==> src/rtl/irq_prio_pkg.sv <==
package irq_prio_pkg;
    localparam int NUM_VEC   = 256;
    localparam int VEC_W     = $clog2(NUM_VEC);
    localparam int CLASS_LSB = 4;
    localparam int CLASS_W   = VEC_W - CLASS_LSB;

    typedef logic [VEC_W-1:0]   vec_t;
    typedef logic [CLASS_W-1:0] class_t;

    typedef enum logic [1:0] {
        ACK_NONE     = 2'd0,
        ACK_VECTOR   = 2'd1,
        ACK_SPURIOUS = 2'd2
    } ack_kind_e;

    // Result of a highest-bit search
    typedef struct packed {
        logic found;
        vec_t vec;
    } hit_t;

    // Registered acknowledge reply
    typedef struct packed {
        ack_kind_e kind;
        vec_t      vec;
    } ack_reply_t;

    // Registered broadcast event
    typedef struct packed {
        logic valid;
        vec_t vec;
    } vec_evt_t;

    function automatic class_t class_of(vec_t v);
        return v[VEC_W-1:CLASS_LSB];
    endfunction
endpackage

==> src/rtl/irq_top_finder.sv <==
module irq_top_finder
    import irq_prio_pkg::*;
#(
    parameter int WIDTH  = NUM_VEC,
    parameter int WORD_W = 32
) (
    input  logic [WIDTH-1:0] bits,
    output hit_t             hit
);
    localparam int NWORDS = WIDTH / WORD_W;
    localparam int IW     = $clog2(WORD_W);
    localparam int WIW    = $clog2(NWORDS);

    logic [NWORDS-1:0] word_any;
    logic [IW-1:0]     word_idx [NWORDS];

    // First level: highest set bit inside each word
    for (genvar w = 0; w < NWORDS; w++) begin : g_word
        logic          any_l;
        logic [IW-1:0] idx_l;
        always_comb begin
            any_l = |bits[w*WORD_W +: WORD_W];
            idx_l = '0;
            for (int b = 0; b < WORD_W; b++) begin
                if (bits[w*WORD_W + b]) idx_l = IW'(b);
            end
        end
        assign word_any[w] = any_l;
        assign word_idx[w] = idx_l;
    end

    // Second level: highest word that holds any bit
    always_comb begin
        hit = '0;
        for (int w = 0; w < NWORDS; w++) begin
            if (word_any[w]) begin
                hit.found = 1'b1;
                hit.vec   = {WIW'(w), word_idx[w]};
            end
        end
    end
endmodule

==> src/rtl/irq_accept_eval.sv <==
module irq_accept_eval
    import irq_prio_pkg::*;
(
    input  vec_t   tpr,
    input  logic   isr_found,
    input  class_t isr_class,
    input  logic   irr_found,
    input  class_t irr_class,
    input  logic   enable,
    output vec_t   ppr,
    output logic   masked,
    output logic   deliverable
);
    class_t svc_class;

    always_comb begin
        svc_class   = isr_found ? isr_class : '0;
        ppr         = (class_of(tpr) >= svc_class) ? tpr : {svc_class, {CLASS_LSB{1'b0}}};
        masked      = irr_found && (ppr != '0) && (irr_class <= class_of(ppr));
        deliverable = enable && irr_found && !masked;
    end
endmodule

==> src/rtl/irq_prio_arbiter.sv <==
module irq_prio_arbiter
    import irq_prio_pkg::*;
#(
    parameter int WORD_W = 32
) (
    input  logic             clk,
    input  logic             rst,
    input  logic             set_valid,
    input  logic [VEC_W-1:0] set_vector,
    input  logic             set_level,
    input  logic             tpr_we,
    input  logic [VEC_W-1:0] tpr_wdata,
    input  logic             sw_enable,
    input  logic             eoi_suppress,
    input  logic [VEC_W-1:0] spurious_vector,
    input  logic             ack_req,
    output logic [1:0]       ack_kind,
    output logic [VEC_W-1:0] ack_vector,
    input  logic             eoi_pulse,
    output logic             bcast_valid,
    output logic [VEC_W-1:0] bcast_vector,
    output logic             irq_pending,
    output logic [VEC_W-1:0] ppr
);
    logic [NUM_VEC-1:0] irr_q, isr_q, tmr_q;
    logic [NUM_VEC-1:0] irr_d, isr_d, tmr_d;
    logic [NUM_VEC-1:0] set_mask, ack_mask, eoi_mask;
    vec_t               tpr_q;
    hit_t               irr_top, isr_top;
    logic               masked, deliverable;
    logic               ack_take, eoi_take;
    ack_reply_t         ack_d, ack_q;
    vec_evt_t           bc_d, bc_q;
    logic               pend_q;

    irq_top_finder #(.WIDTH(NUM_VEC), .WORD_W(WORD_W)) u_irr_find (
        .bits(irr_q), .hit(irr_top)
    );

    irq_top_finder #(.WIDTH(NUM_VEC), .WORD_W(WORD_W)) u_isr_find (
        .bits(isr_q), .hit(isr_top)
    );

    irq_accept_eval u_eval (
        .tpr         (tpr_q),
        .isr_found   (isr_top.found),
        .isr_class   (class_of(isr_top.vec)),
        .irr_found   (irr_top.found),
        .irr_class   (class_of(irr_top.vec)),
        .enable      (sw_enable),
        .ppr         (ppr),
        .masked      (masked),
        .deliverable (deliverable)
    );

    always_comb begin
        ack_take = ack_req && deliverable;
        eoi_take = eoi_pulse && isr_top.found;
        set_mask = set_valid ? (NUM_VEC'(1) << set_vector)  : '0;
        ack_mask = ack_take  ? (NUM_VEC'(1) << irr_top.vec) : '0;
        eoi_mask = eoi_take  ? (NUM_VEC'(1) << isr_top.vec) : '0;

        // Acknowledge clear overrides a same-cycle set of the same vector
        irr_d = (irr_q | set_mask) & ~ack_mask;
        tmr_d = set_level ? (tmr_q | set_mask) : (tmr_q & ~set_mask);
        // Acknowledge set overrides a same-cycle retirement
        isr_d = (isr_q & ~eoi_mask) | ack_mask;

        ack_d = '{kind: ACK_NONE, vec: '0};
        if (ack_req && sw_enable && irr_top.found) begin
            if (masked) ack_d = '{kind: ACK_SPURIOUS, vec: spurious_vector};
            else        ack_d = '{kind: ACK_VECTOR,   vec: irr_top.vec};
        end

        bc_d = '{valid: 1'b0, vec: '0};
        if (eoi_take && tmr_q[isr_top.vec] && !eoi_suppress) begin
            bc_d = '{valid: 1'b1, vec: isr_top.vec};
        end
    end

    always_ff @(posedge clk) begin
        if (rst) begin
            irr_q  <= '0;
            isr_q  <= '0;
            tmr_q  <= '0;
            tpr_q  <= '0;
            ack_q  <= '{kind: ACK_NONE, vec: '0};
            bc_q   <= '0;
            pend_q <= 1'b0;
        end else begin
            irr_q  <= irr_d;
            isr_q  <= isr_d;
            tmr_q  <= tmr_d;
            if (tpr_we) tpr_q <= tpr_wdata;
            ack_q  <= ack_d;
            bc_q   <= bc_d;
            pend_q <= deliverable;
        end
    end

    assign ack_kind     = ack_q.kind;
    assign ack_vector   = ack_q.vec;
    assign bcast_valid  = bc_q.valid;
    assign bcast_vector = bc_q.vec;
    assign irq_pending  = pend_q;
endmodule

==> config.mk <==
export PLATFORM = sky130hd
export DESIGN_NAME = irq_prio_arbiter
export DESIGN_NICKNAME = d
export VERILOG_FILES = /design/src/rtl/irq_prio_pkg.sv /design/src/rtl/irq_top_finder.sv /design/src/rtl/irq_accept_eval.sv /design/src/rtl/irq_prio_arbiter.sv
export SDC_FILE = /design/constraint.sdc
export NUM_CORES = 2
export LEC_CHECK = 0
export ABC_AREA = 1
export BUFFER_PORTS_ARGS = -buffer_cell sky130_fd_sc_hd__buf_2
export CAP_MARGIN = 20
export CORE_AREA = 2 2 320 291
export CTS_CLUSTER_DIAMETER = 120
export DETAILED_ROUTE_END_ITERATION = 16
export DIE_AREA = 0 0 322 293
export PLACE_DENSITY = 0.64
export RECOVER_POWER = 25
export SLEW_MARGIN = 15
export SYNTH_ARGS = -nofsm -noshare
export SYNTH_HDL_FRONTEND = slang
export SYNTH_SLANG_ARGS = --single-unit
==> constraint.sdc <==
create_clock -name clk -period 6.4 [get_ports clk]
set_input_delay 0 -clock clk [delete_from_list [all_inputs] [get_ports clk]]
set_output_delay 0 -clock clk [all_outputs]
set_load 0.005 [all_outputs]
==> results.toml <==
[setup_path]
reg2reg_depth = 45
path_class = "primary input to flip-flop"
crit_top_cell = "clkbuf_2"
path_cells = "dlygate4sd3_1 -> clkbuf_2 -> inv_8 -> clkbuf_2 -> o21ai_0 -> a21oi_1"
r2r_slack_ps = 520
start_kind = "primary input"
endpoint_kind = "flip-flop"
r2r-end = "isr_q[45]"
r2r_start = "isr_q[33]"
critPathSlowestCell = "clkbuf_2"
cp.required_ps = 6990
arrival_ps = 6610
cpPeakStageDelay_ps = 2250
worstPathMaxFanout = 141

[timing]
rsz0062_at_grt = "no"
fmax_ghz = 0.1662
finalSetupTns_ps = 0
finalCritPeriodShare = 0.9401
report.final.slew_viol_count = 493
slew_headroom = -1.806
clock_skew_ps = 31.40
period_needed_ps = 6017
hold_viol_final = 0
worst_pin_slew_ps = 4209
setup_viol = 0

[routing]
detailedRoute.firstPassIterationCount = 7
ant_nets = 0
routedWlPerCell_um = 25.43
drc_errors = 0
drt-total-wl_um = 192900
first_iter_violations = 6737
vias = 45495
viasPerCell = 5.997

[cts]
cts_setup_buffers = 0
clock-root-buffer = "clkbuf_16"
cts_tree = "yes"
cts_sinks = 796
htreeDepth = 3
cts_inserted_buffers = 90
clk_pin_slew_ps = 60
clk_latency_ps = 690
ctsLongestPathBuffers = 3

[worst_hold_path]
hold_depth = 4
hold-path-endpoint = "ack_vector[2]"
hp-class = "primary input to flip-flop"
hp-start = "spurious_vector[2]"

[grt]
grt_pass1_vias = 41508
grtUsageTotal = 0.3991
grtUsageMet1 = 0.5498
gr-total-overflow = 0
grt_pass1_wl_um = 278300
antenna_found_initial = 12
busiest_layer = "met2"
grt_use_met3 = 0.1127
met2_usage = 0.5760
grt_max_degree = 163

[logic_synthesis]
synthesis.area_mm2 = 0.04068
synth_nets = 6329
synthTopCellsByCount = "1289 x nand2_1, 847 x nor2_1, 796 x dfxtp_1"
synth_edf_count = 0
synth.ff_latch_count = 796
synthTopCellsByArea = "dfxtp_1 39%, nand2_1 12%, a21oi_1 8.7%"
avgSynthCellArea_um2 = 6.469
netlist.area_leader.share = 0.3917
synthArstFlopShare = 0
ys.flop_type = "dfxtp_1"
yosysWarnings = 0
netlist_instances = 6288
yosysSeqAreaShare = 0.3917
synth_cell_type_count = 50
yosys.area.top_type = "dfxtp_1"
yosysMostFrequentCell = "nand2_1"

[flow_run]
max_cap_violations = 7

[placed_design]
io_buffers = 60
dp_hpwl_um = 135100
dpl_cell_area_mm2 = 0.04297
gp_congestion = 1.059

[status]
violations = "capacitance limit, slew limit"
status = "finished with violations"

[floorplan]
dieArea_mm2 = 0.09435
core_region_area_mm2 = 0.09065
rows = 105
die_h_um = 293
initial_core_util = 0.4487
io-pin-count = 61
dieWidth_um = 322

[finish]
drive_gt1_frac = 0.07260
area_growth_pct = 13.95
fillers = 9251
fin_area_mm2 = 0.04635
nNetsFinal = 6376

[power]
vdd_ir_drop_max_uv = 175.7
leakagePower_nw = 20.54
power_density_mw_per_mm2 = 265.2
## worst max path at each step
stage                       to       start  depth (start not counted)
global placement    irr_q[215]  isr_q[101]                         30
finish               flip-flop         rst                          6
CTS                 irr_q[215]  isr_q[101]                         30
floorplan           irr_q[127]   isr_q[37]                         31
detailed placement  irr_q[215]  isr_q[101]                         30
global route         flip-flop         rst                          6
## power breakdown
group / leakage [nW] / internal [mW] / switching (mW)
logic: 12.7 / 0.418 / 1.53
registers: 6.41 / 4.97 / 0.0101
clock network: 1.47 / 3.07 / 2.29
## final cells by class
cell class | instances | area (µm²) | share of cell area
Multi-Input combinational cell | 4328 | 20390 | 0.4399
Sequential cell | 796 | 15940 | 0.3438
Inverter | 818 | 3087 | 0.06659
Clock buffer | 125 | 2585 | 0.05577
Timing Repair Buffer | 301 | 2479 | 0.05348
Tap cell | 1177 | 1473 | 0.03177
Clock inverter | 37 | 391.6 | 0.008449
Antenna cell | 4 | 10.01 | 0.0002160
## cells in the final DEF (no fill, tap or decap), types with 33 or more instances in the layout
cell           count
a21oi_1          700
buf_4            169
nor3_1            41
o21ai_1           74
nand3_1          349
nor2_1           843
o211ai_1          51
dfxtp_1          796
clkbuf_1          33
buf_2             44
dlygate4sd3_1     45
inv_1            793
clkbuf_16         91
nand4_1          149
o211a_1           86
nand2_1         1286
o21ai_0          565
## per-layer routing
| metal | wire length, µm | vias up |
|---|---|---|
| li1 | - | 20670 |
| met1 | 78760 | 21303 |
| met2 | 78080 | 2956 |
| met3 | 25650 | 550 |
| met4 | 10320 | 16 |
| met5 | 112 | - |
## logic make-up (layout without fill, tap and decap cells)
group | count (synthesis) | after routing | share of synthesized area
DFF | 796 | 796 | 0.3917
adders and majority gates | 8 | 8 | 0.002461
buffers and inverters | 1164 | 1281 | 0.1109
AOI/OAI and AO/OA | 1560 | 1560 | 0.2105
and+or+nand+nor | 2760 | 2760 | 0.2844
other | 0 | 4 | 0
## worst max-delay path: cells and delay by family
family / cells / cell delay (ps)
AOI/OAI and AO/OA: 2 / 760
buffers and inverters: 4 / 5510
## timing repair
action,in CTS,in global routing
hold endpoints to repair,140,0
gates resized for setup,0,1
hold buffers,45,0
setup endpoints to repair,0,5
## through the flow
step | power (mW) | setup slack [ps] | cells | util | hold slack (ps)
final | 12.29 | 383.2 | 7586 | 0.5113 | 45.50
after detailed placement | 6.909 | 573.0 | 7375 | 0.4740 | 205.5
after floorplan | 6.036 | 1632 | 6288 | - | 110.4
after global placement | 6.923 | 686.4 | 7375 | 0.4740 | 197.2
after CTS | 12.18 | 551.5 | 7582 | 0.5118 | 22.05
after global routing | 12.52 | 167.3 | 7582 | 0.5112 | 73.73
Note: power is estimated with default switching activity, not from simulation.
